===== src/rtl/blkmove_pkg.sv =====
package blkmove_pkg;
  typedef enum logic [1:0] {
    ST_IDLE  = 2'd0,
    ST_READ  = 2'd1,
    ST_WRITE = 2'd2
  } seq_state_t;

  typedef struct packed {
    logic search;
    logic dec;
    logic rep;
  } op_cfg_t;
endpackage


===== src/rtl/blkmove_ptrs.sv =====
module blkmove_ptrs #(
  parameter int ADDR_W = 16,
  parameter int DATA_W = 8
) (
  input  logic              clk,
  input  logic              rst_n,
  input  logic              load,
  input  logic              dec,
  input  logic              step_src,
  input  logic              step_dst,
  input  logic [ADDR_W-1:0] ld_src,
  input  logic [ADDR_W-1:0] ld_dst,
  input  logic [ADDR_W-1:0] ld_cnt,
  input  logic [DATA_W-1:0] ld_key,
  output logic [ADDR_W-1:0] src_q,
  output logic [ADDR_W-1:0] dst_q,
  output logic [ADDR_W-1:0] cnt_q,
  output logic [DATA_W-1:0] key_q,
  output logic              cnt_last
);
  localparam logic [ADDR_W-1:0] ONE = {{(ADDR_W-1){1'b0}}, 1'b1};

  logic [ADDR_W-1:0] src_d, dst_d, cnt_d;
  logic [DATA_W-1:0] key_d;
  logic              src_en, dst_en, cnt_en, key_en;

  always_comb begin
    src_en = load | step_src;
    dst_en = load | step_dst;
    cnt_en = load | step_src;
    key_en = load;
    if (load) begin
      src_d = ld_src;
      dst_d = ld_dst;
      cnt_d = ld_cnt;
    end else begin
      src_d = dec ? (src_q - ONE) : (src_q + ONE);
      dst_d = dec ? (dst_q - ONE) : (dst_q + ONE);
      cnt_d = cnt_q - ONE;
    end
    key_d = ld_key;
  end

  assign cnt_last = (cnt_q == ONE);

  always_ff @(posedge clk or negedge rst_n) begin
    if (!rst_n) begin
      src_q <= '0;
      dst_q <= '0;
      cnt_q <= '0;
      key_q <= '0;
    end else begin
      if (src_en) src_q <= src_d;
      if (dst_en) dst_q <= dst_d;
      if (cnt_en) cnt_q <= cnt_d;
      if (key_en) key_q <= key_d;
    end
  end

  assert_cnt_step_R2: assert property (@(posedge clk) disable iff (!rst_n)
    (step_src && !load) |=> (cnt_q == $past(cnt_q) - ONE));

  assert_src_unit_R3: assert property (@(posedge clk) disable iff (!rst_n)
    (step_src && !load) |=> ((src_q == $past(src_q) + ONE) || (src_q == $past(src_q) - ONE)));

  assert_dst_hold_R5: assert property (@(posedge clk) disable iff (!rst_n)
    (!step_dst && !load) |=> $stable(dst_q));
endmodule


===== src/rtl/blkmove_flags.sv =====
module blkmove_flags #(
  parameter int ADDR_W = 16,
  parameter int DATA_W = 8
) (
  input  logic              clk,
  input  logic              rst_n,
  input  logic              cmp_en,
  input  logic              upd_en,
  input  logic [DATA_W-1:0] rdata,
  input  logic [DATA_W-1:0] key,
  input  logic [ADDR_W-1:0] cnt,
  output logic              hit,
  output logic              match_q,
  output logic              nz_q
);
  localparam logic [ADDR_W-1:0] ONE = {{(ADDR_W-1){1'b0}}, 1'b1};

  logic match_d, nz_d;

  always_comb begin
    hit     = (rdata == key);
    match_d = hit;
    nz_d    = (cnt != ONE);
  end

  always_ff @(posedge clk or negedge rst_n) begin
    if (!rst_n) begin
      match_q <= 1'b0;
      nz_q    <= 1'b0;
    end else begin
      if (cmp_en) match_q <= match_d;
      if (upd_en) nz_q    <= nz_d;
    end
  end

  assert_nz_tracks_cnt_R8: assert property (@(posedge clk) disable iff (!rst_n)
    upd_en |=> (nz_q == (cnt != '0)));

  assert_match_kept_R7: assert property (@(posedge clk) disable iff (!rst_n)
    !cmp_en |=> $stable(match_q));
endmodule


===== src/rtl/blkmove_seq.sv =====
module blkmove_seq
  import blkmove_pkg::*;
#(
  parameter int ADDR_W = 16,
  parameter int DATA_W = 8
) (
  input  logic              clk,
  input  logic              rst_n,
  input  logic              start,
  input  op_cfg_t           cfg_in,
  input  logic [ADDR_W-1:0] src,
  input  logic [ADDR_W-1:0] dst,
  input  logic              cnt_last,
  input  logic              hit,
  input  logic [DATA_W-1:0] mem_rdata,
  input  logic              mem_ack,
  output logic              load,
  output logic              dec,
  output logic              step_src,
  output logic              step_dst,
  output logic              cmp_en,
  output logic              upd_en,
  output logic              busy,
  output logic              done,
  output logic              mem_req,
  output logic              mem_we,
  output logic [ADDR_W-1:0] mem_addr,
  output logic [DATA_W-1:0] mem_wdata
);
  seq_state_t        st_q, st_d;
  op_cfg_t           cfg_q, cfg_d;
  logic [DATA_W-1:0] byte_q, byte_d;
  logic              done_q, done_d;
  logic              byte_en, cfg_en;

  always_comb begin
    st_d     = st_q;
    cfg_d    = cfg_in;
    cfg_en   = 1'b0;
    byte_d   = mem_rdata;
    byte_en  = 1'b0;
    done_d   = 1'b0;
    load     = 1'b0;
    step_src = 1'b0;
    step_dst = 1'b0;
    cmp_en   = 1'b0;
    upd_en   = 1'b0;
    mem_req  = 1'b0;
    mem_we   = 1'b0;
    mem_addr = src;
    unique case (st_q)
      ST_IDLE: begin
        if (start) begin
          load   = 1'b1;
          cfg_en = 1'b1;
          st_d   = ST_READ;
        end
      end
      ST_READ: begin
        mem_req = 1'b1;
        if (mem_ack) begin
          if (cfg_q.search) begin
            step_src = 1'b1;
            cmp_en   = 1'b1;
            upd_en   = 1'b1;
            if (!cfg_q.rep || cnt_last || hit) begin
              st_d   = ST_IDLE;
              done_d = 1'b1;
            end
          end else begin
            byte_en = 1'b1;
            st_d    = ST_WRITE;
          end
        end
      end
      ST_WRITE: begin
        mem_req  = 1'b1;
        mem_we   = 1'b1;
        mem_addr = dst;
        if (mem_ack) begin
          step_src = 1'b1;
          step_dst = 1'b1;
          upd_en   = 1'b1;
          if (!cfg_q.rep || cnt_last) begin
            st_d   = ST_IDLE;
            done_d = 1'b1;
          end else begin
            st_d = ST_READ;
          end
        end
      end
      default: st_d = ST_IDLE;
    endcase
  end

  always_ff @(posedge clk or negedge rst_n) begin
    if (!rst_n) begin
      st_q   <= ST_IDLE;
      cfg_q  <= '0;
      byte_q <= '0;
      done_q <= 1'b0;
    end else begin
      st_q   <= st_d;
      done_q <= done_d;
      if (cfg_en)  cfg_q  <= cfg_d;
      if (byte_en) byte_q <= byte_d;
    end
  end

  assign dec       = cfg_q.dec;
  assign busy      = (st_q != ST_IDLE);
  assign done      = done_q;
  assign mem_wdata = byte_q;

  assert_req_hold_R11: assert property (@(posedge clk) disable iff (!rst_n)
    (mem_req && !mem_ack) |=> (mem_req && $stable(mem_addr) && $stable(mem_we) && $stable(mem_wdata)));

  assert_idle_quiet_R11: assert property (@(posedge clk) disable iff (!rst_n)
    !busy |-> !mem_req);

  assert_done_idle_R10: assert property (@(posedge clk) disable iff (!rst_n)
    done |-> !busy);

  assert_done_single_R10: assert property (@(posedge clk) disable iff (!rst_n)
    done |=> !done);

  assert_search_nowrite_R5: assert property (@(posedge clk) disable iff (!rst_n)
    (busy && cfg_q.search) |-> !(mem_req && mem_we));
endmodule


===== src/rtl/blkmove_engine.sv =====
module blkmove_engine
  import blkmove_pkg::*;
#(
  parameter int ADDR_W = 16,
  parameter int DATA_W = 8
) (
  input  logic              clk,
  input  logic              rst_n,
  input  logic              start,
  input  logic              cmd_search,
  input  logic              cmd_dec,
  input  logic              cmd_repeat,
  input  logic [ADDR_W-1:0] init_src,
  input  logic [ADDR_W-1:0] init_dst,
  input  logic [ADDR_W-1:0] init_cnt,
  input  logic [DATA_W-1:0] init_key,
  output logic              busy,
  output logic              done,
  output logic              flag_match,
  output logic              flag_cnt_nz,
  output logic [ADDR_W-1:0] src_ptr,
  output logic [ADDR_W-1:0] dst_ptr,
  output logic [ADDR_W-1:0] byte_cnt,
  output logic              mem_req,
  output logic              mem_we,
  output logic [ADDR_W-1:0] mem_addr,
  output logic [DATA_W-1:0] mem_wdata,
  input  logic [DATA_W-1:0] mem_rdata,
  input  logic              mem_ack
);
  op_cfg_t           cfg_in;
  logic              load, dec, step_src, step_dst, cmp_en, upd_en;
  logic              cnt_last, hit;
  logic [DATA_W-1:0] key_q;

  assign cfg_in = '{search: cmd_search, dec: cmd_dec, rep: cmd_repeat};

  blkmove_ptrs #(.ADDR_W(ADDR_W), .DATA_W(DATA_W)) u_ptrs (
    .clk(clk), .rst_n(rst_n), .load(load), .dec(dec),
    .step_src(step_src), .step_dst(step_dst),
    .ld_src(init_src), .ld_dst(init_dst), .ld_cnt(init_cnt), .ld_key(init_key),
    .src_q(src_ptr), .dst_q(dst_ptr), .cnt_q(byte_cnt), .key_q(key_q),
    .cnt_last(cnt_last)
  );

  blkmove_flags #(.ADDR_W(ADDR_W), .DATA_W(DATA_W)) u_flags (
    .clk(clk), .rst_n(rst_n), .cmp_en(cmp_en), .upd_en(upd_en),
    .rdata(mem_rdata), .key(key_q), .cnt(byte_cnt),
    .hit(hit), .match_q(flag_match), .nz_q(flag_cnt_nz)
  );

  blkmove_seq #(.ADDR_W(ADDR_W), .DATA_W(DATA_W)) u_seq (
    .clk(clk), .rst_n(rst_n), .start(start), .cfg_in(cfg_in),
    .src(src_ptr), .dst(dst_ptr), .cnt_last(cnt_last), .hit(hit),
    .mem_rdata(mem_rdata), .mem_ack(mem_ack),
    .load(load), .dec(dec), .step_src(step_src), .step_dst(step_dst),
    .cmp_en(cmp_en), .upd_en(upd_en), .busy(busy), .done(done),
    .mem_req(mem_req), .mem_we(mem_we), .mem_addr(mem_addr), .mem_wdata(mem_wdata)
  );
endmodule


===== config.mk =====
export PLATFORM = sky130hd
export DESIGN_NAME = blkmove_engine
export DESIGN_NICKNAME = d
export VERILOG_FILES = /design/src/rtl/blkmove_pkg.sv /design/src/rtl/blkmove_ptrs.sv /design/src/rtl/blkmove_flags.sv /design/src/rtl/blkmove_seq.sv /design/src/rtl/blkmove_engine.sv
export SDC_FILE = /design/constraint.sdc
export NUM_CORES = 1
export LEC_CHECK = 0
export BUFFER_PORTS_ARGS = -buffer_cell sky130_fd_sc_hd__buf_2
export CORE_ASPECT_RATIO = 1.5
export CORE_UTILIZATION = 53
export DETAILED_ROUTE_END_ITERATION = 10
export PLACE_DENSITY_LB_ADDON = 0.08
export SETUP_SLACK_MARGIN = 0.4
export SLEW_MARGIN = 40
export SYNTH_ARGS = -nofsm -noshare
export SYNTH_HDL_FRONTEND = slang
export SYNTH_HIERARCHICAL = 1
export SYNTH_SLANG_ARGS = --single-unit
export TNS_END_PERCENT = 1

===== constraint.sdc =====
create_clock -name clk -period 3.1 [get_ports clk]
set_input_delay 0.155 -clock clk [delete_from_list [all_inputs] [get_ports clk]]
set_output_delay 0.155 -clock clk [all_outputs]
set_load 0.01 [all_outputs]

-- Word level (Yosys, flattened, before mapping)
Index checks and enable logic that the tools add are counted.
- add/sub/neg operators: 5
- equality and inequality tests: 9
- mux-type cells: 32
- bitwise logic cells: 2
- reductions and logical operators: 7
- operators by type and width (cell ; count):
    2-to-1 mux 16 bit ; 6
    subtractor 16 x 1 -> 16 bit (second input constant) ; 3
    adder 16 x 1 -> 16 bit (second input constant) ; 2
    2-to-1 mux 1 bit ; 18
    == test 16 x 1 -> 1 bit (second input constant) ; 1
    inequality test 16 x 1 -> 1 bit (second input constant) ; 1
    2-to-1 mux 2 bit ; 5
    == test 8 bit ; 1
    inequality test 2 bit (second input constant) ; 3
    one-hot mux 2 bit (3 select lines) ; 1
    one-hot mux 1 bit (2 select lines) ; 2
    AND reduction 4 bit ; 1
    inequality test 3 bit (second input constant) ; 1
    == test 2 x 1 -> 1 bit (second input constant) ; 1
    == test 2 bit (second input constant) ; 1
    zero test 2 bit ; 1
    logical OR 1 bit ; 2
    OR 1 bit ; 2
    nonzero test 2 bit ; 1
    OR reduction 2 bit ; 1
    zero test 1 bit ; 1
- register bits after elaboration: 72
- bits of input ports: 71
- output and inout bits: 78

-- Logic depth before layout (Yosys ltp)
- word-level depth: 7
- mapped depth: 11

-- Cells and area by module
Netlist, hierarchy kept.
- modules (own cells, without submodules) (module ; instances ; cells each ; area each (µm²)):
    blkmove_ptrs ; 1 ; 453 ; 4036.4
    blkmove_seq ; 1 ; 71 ; 873.3
    blkmove_flags ; 1 ; 23 ; 210.2

-- Least setup slack after synthesis
Ideal clock, no wire load.
- kind: register to register
- from: register u_seq.cfg_q, in the netlist u_seq/dec
- to: register u_ptrs.src_q[11]
- setup time: 0.124 ns
- data arrival time: 2.671 ns
- required time: 2.976 ns
- path slack: 0.305 ns
- stages on the path, launching flop included: 8
- path buffers: 0
- cell sequence: dfrtp_1 > ha_1 > a21o_1 > a41o_1 > or4_1 > a31oi_1 > mux2i_1 > nand2_1
- longest elaborated chain between the ends: 2
- RTL lines (item ; line ; RTL):
    start, declared ; blkmove_seq.sv:31 ; op_cfg_t cfg_q, cfg_d;
    start signal, assigned ; blkmove_seq.sv:105 ; if (cfg_en) cfg_q <= cfg_d;
    2-to-1 mux 16 bit ; blkmove_ptrs.sv:37 ; src_d = dec ? (src_q - ONE) : (src_q + ONE);
    2-to-1 mux 16 bit ; blkmove_ptrs.sv:32 ; if (load) begin
    end signal, assigned ; blkmove_ptrs.sv:53 ; if (src_en) src_q <= src_d;
    end, declared ; blkmove_ptrs.sv:15 ; output logic [ADDR_W-1:0] src_q,
Every way passes these cells.
A chain may end at the register's enable or synchronous reset.

-- Final worst setup path
- from: register u_seq.cfg_q, in the netlist u_seq/dec
- to: register u_ptrs.src_q[14]
Same word-level chain as after synthesis.

==> results.txt <==
The flow ran to the end, and the final reports show no timing, DRC or antenna violations. Data on the critical path is required at its endpoint by 3.32 ns. In this run the standard cell core region covers 9310 um^2. The tools report the number of nets still failing antenna checks after routing as 0.

The cell with the most instances after synthesis is dfrtp_1. Summed over all cells, the static leakage comes to 2.92 nW. The initial core utilization came out at 55.0%. After the first detailed-routing iteration, the DRC count stood at 230. After global routing the overflow that remains totals 0.

Walking the worst path, the cells encountered are fa_1 -> a21o_1 -> a221o_1 -> a31oi_1 -> o221a_1 -> mux2i_1 -> a221o_1. Fraction of the mapped netlist area in adder cells: 9.09%. The tools report the layout net count as 798.

Leaving out filler cells and counting taps, the final layout contains 807. The met3 track utilization from global routing was 4.46%; the synthesis-to-layout area growth was 22.8%. The number of DRC violations after detailed routing was 0.

Of the total power, registers draw 25.0%. Cell internal power was estimated by the tool at 4.22 mW. The multiplexer area fraction after synthesis came out at 10.9%. After clock tree synthesis, the clock-pin slew on the worst setup and hold paths is 0.06 ns.

After synthesis, the largest family of logic cells by area is compound AO/OA/AOI/OAI gates. For this run, the detailed router's first-pass iteration total came to 4. Each instance of the synthesized netlist takes up on average 9.36 um^2. The cell family contributing the most delay on the critical path is compound AO/OA/AOI/OAI gates.

The number of antenna cells inserted is 0. CTS placed an instance of clkbuf_16 at the clock tree root. Once layout is done, the placed cells without fillers occupy 6280 um^2. Cells with a size suffix above 1 make up 32.1% of the layout.

The die covers 10100 um^2. The worst path needs 2.64 ns of the cycle, external delays included. The most used flip-flop cell after synthesis is dfrtp_1. In this run the tightest slew margin relative to its limit is 51.8%. The wire-length estimate of the detail-placed layout is 9.75 mm. TritonCTS built the clock tree. The number of global-route vias before repair was 4609; the number of port buffers was 148. The distinct cell type count after synthesis is 65, and the power density normalized to cell area is 1250 nW/um^2. The maximum fanout along the worst path is 14, and the async set-or-reset flop fraction in the synthesized netlist is 100%. The post-route setup TNS was 0 ns; the total of warnings raised by yosys was 6. The detail-routed net length per standard cell was 16.5 um. The commonest cells after synthesis are dfrtp_1 (72), nand2_1 (58), mux2_2 (36). The final hold violation count came out at 0.

Sequential elements use 35.2% of the synthesized area. Setup slack on the critical path of the routed design comes to 0.462 ns. Once layout is complete, the utilization of the core stands at 67.5%.

The run gives 149 as the boundary pin count. The vertical die dimension came out at 122 um. On the final layout, the worst hold slack is 0.0233 ns. Clock tree synthesis inserted a total of 9 buffers.

The flip-flop and latch count after synthesis is 72. Per report_power, the combinational group accounts for 62.1% of the total. For met2 alone, demand over resource in global routing was 48.4%. Global routing consumed, on the met1 layer, 31.5% of the routing resources.

The die is 82.3 um wide. After technology mapping, the gate count stands at 547. Xor/xnor share of the synthesized area: 6.84%.

The via density per instance was 5.77. Counting stages on the worst path, the most repeated cell is a221o_1. The worst setup path is launched from a flip-flop.

The post-route clock period utilization is 85.1%, and the clock latency at the later pin of the worst-skew pair is 0.34 ns. The tools report the number of antenna violations at the first check in global routing as 0. STA puts the critical path data arrival time at 2.86 ns.

After synthesis the cells add up to 5120 um^2. The overall fraction of global-route tracks in use is 27.4%. The critical path in this run is classified as reg2reg. Wire length of the first global-routing pass: 21.1 mm. The switching power share of the total works out to 46.3%. The part of the power in the clock network was 13.0%. The worst min-delay path class is in2reg. The most crowded layer after global routing was met2. Sorting the synthesized cells by area gives the leading types as dfrtp_1 (35%), ha_1 (8.3%), mux2_2 (7.9%), xnor2_1 (5.1%), nand2_1 (4.3%). The compound-cell area share of the yosys netlist was 17.4%; the max-slew violation total from the final report was 0. The area fraction in and, or, nand and nor cells after synthesis was 17.2%. The placed cell count is 790. The tools report the total via count in the routed design as 4654. For this design, the sink count on the clock tree is 72. Derived from the worst setup path, the maximum achievable clock frequency is 379 MHz. The number of H-tree levels is 3. The tools report the type of destination of the critical path as a flip-flop.

The logs give 13.3 mm for the final wirelength and 654 for the net count of the mapped netlist. The setup slack at placement was 0.375 ns. After layout, the design draws a total of 7.87 mW. The largest voltage drop on the vdd net is 0.000698 V, and the worst setup skew after layout is 0.00590 ns. The instance area at placement is 5970 um^2. dfrtp_1 takes more of the synthesized area than any other cell. After synthesis, the largest area contributor takes up 35.2% of total cell area. In this run the power spent charging and discharging nets is 3.64 mW. In this run, synthesis inferred 0 flip-flops with an integrated enable.

The count of max-cap constraint violations was 0. Setup repair after global routing could not meet its margin everywhere. The run gives 43 as the site row count. Setup violations remaining at the end of the flow were counted as 0. Entering global routing, the biggest net connects 73 pins. Total buffers and inverters traversed by the critical path: 0.

The congestion estimate from routability-driven global placement came to 0.907. The clock passes through at most 2 buffers. On the worst path, the slowest cell contributes a delay of 0.58 ns. Cell with the largest stage delay on the worst path: dfrtp_4.

Worst-margin pin slew: 0.721 ns.
[metal layers]
layer / vias up / share of wire (%)
li1: 2281 / -
met4: 0 / 2.6
met3: 29 / 4.9
met2: 129 / 53
met5: - / 0
met1: 2215 / 39
[final timing paths]
| path | startpoint | endpoint | slack, ns | depth (start not counted) |
|---|---|---|---|---|
| worst max-delay path | u_seq/dec | u_ptrs/src_q[14] | 0.46 | 7 |
| max in group asynchronous | rst_n | u_seq/dec | 2.16 | 2 |
| worst max register to register | u_seq/dec | u_ptrs/src_q[14] | 0.46 | 7 |
| worst min register to register | u_flags/match_q | u_flags/match_q | 0.48 | 2 |
| min in group asynchronous | rst_n | u_ptrs/key_q[6] | 0.40 | 2 |
| worst min-delay path | init_cnt[3] | u_ptrs/cnt_q[3] | 0.02 | 2 |
[cell families after synthesis]
family / count (synthesis)
AOI/OAI and AO/OA: 140
xor gates and xnor gates: 40
adders and majority gates: 36
buffers and inverters: 44
DFF: 72
muxes: 51
and+or+nand+nor: 164
[sequential cells by signal (all words and copies together) (netlist names)]
register         flops
u_seq/done           1
u_ptrs/dst_q        16
u_seq/cfg_q          2
u_ptrs/cnt_q        16
u_ptrs/src_q        16
u_flags/nz_q         1
u_seq/st_q           2
u_seq/dec            1
u_flags/match_q      1
u_ptrs/key_q         8
u_seq/mem_wdata      8
[worst reg2reg max path: cells and delay by family, from the launching register on]
kind / cells / cell delay, ns
compound gates: 5 / 1.37
flops: 1 / 0.58
fa+ha+maj: 1 / 0.50
mux: 1 / 0.08
[area by class of cell]
| type | count | area, um^2 |
|---|---|---|
| Multi-Input combinational cell | 431 | 3150 |
| Inverter | 20 | 75.1 |
| Timing Repair Buffer | 157 | 821 |
| Clock buffer | 9 | 225 |
| Clock inverter | 6 | 61.3 |
| Sequential cell | 72 | 1810 |
| Tap cell | 112 | 140 |
| Fill cell | 797 | 3020 |
[power by group through the flow]
stage                     sequential [mW]  clock (mW)  combinational, mW
after global placement               1.98           0               4.66
after CTS                            1.99        1.05               4.81
after detailed placement             2.00           0               4.78
after global routing                 2.05        1.09               5.40
after floorplan                      2.04           0               3.32
final                                1.96        1.02               4.88
[cell usage in the layout (no fill, tap or decap), drive strengths merged, types with 2 or more instances in the layout]
master  Yosys  routed
o31ai       3       3
a21oi      32      32
clkinv      0       4
and2        4       4
a211o       2       2
mux2i      14      14
nand2b      6       6
o21ai      44      44
fa          2       2
nand2      58      58
xor2       10      10
buf         8     156
a21o        7       7
nor2b       8       8
a211oi      5       5
ha         34      34
xnor2      30      30
dfrtp      72      72
nor2       25      25
a311oi      2       2
nor3b       3       3
inv        20      20
and4        2       2
and3        3       3
nand4       3       3
a22oi      13      13
o211ai      5       5
clkbuf     16       9
o21a        5       5
nor4        7       7
nor3        6       6
o21bai      3       3
a221o       3       3
o221ai      3       3
nand3      17      17
or4         3       3
mux2       37      37
nand4b      4       4
nand3b      8       8
a31oi       6       6
[timing repair]
action / in CTS / in global routing
resized for setup: 1 / 3
pin swaps: 0 / 1
endpoints found under the hold margin: 72 / 0
endpoints found under the setup margin: 2 / 12
setup buffers: 0 / 1
hold buffers: 1 / 0
No activity file was read; power rests on OpenSTA's default activity.
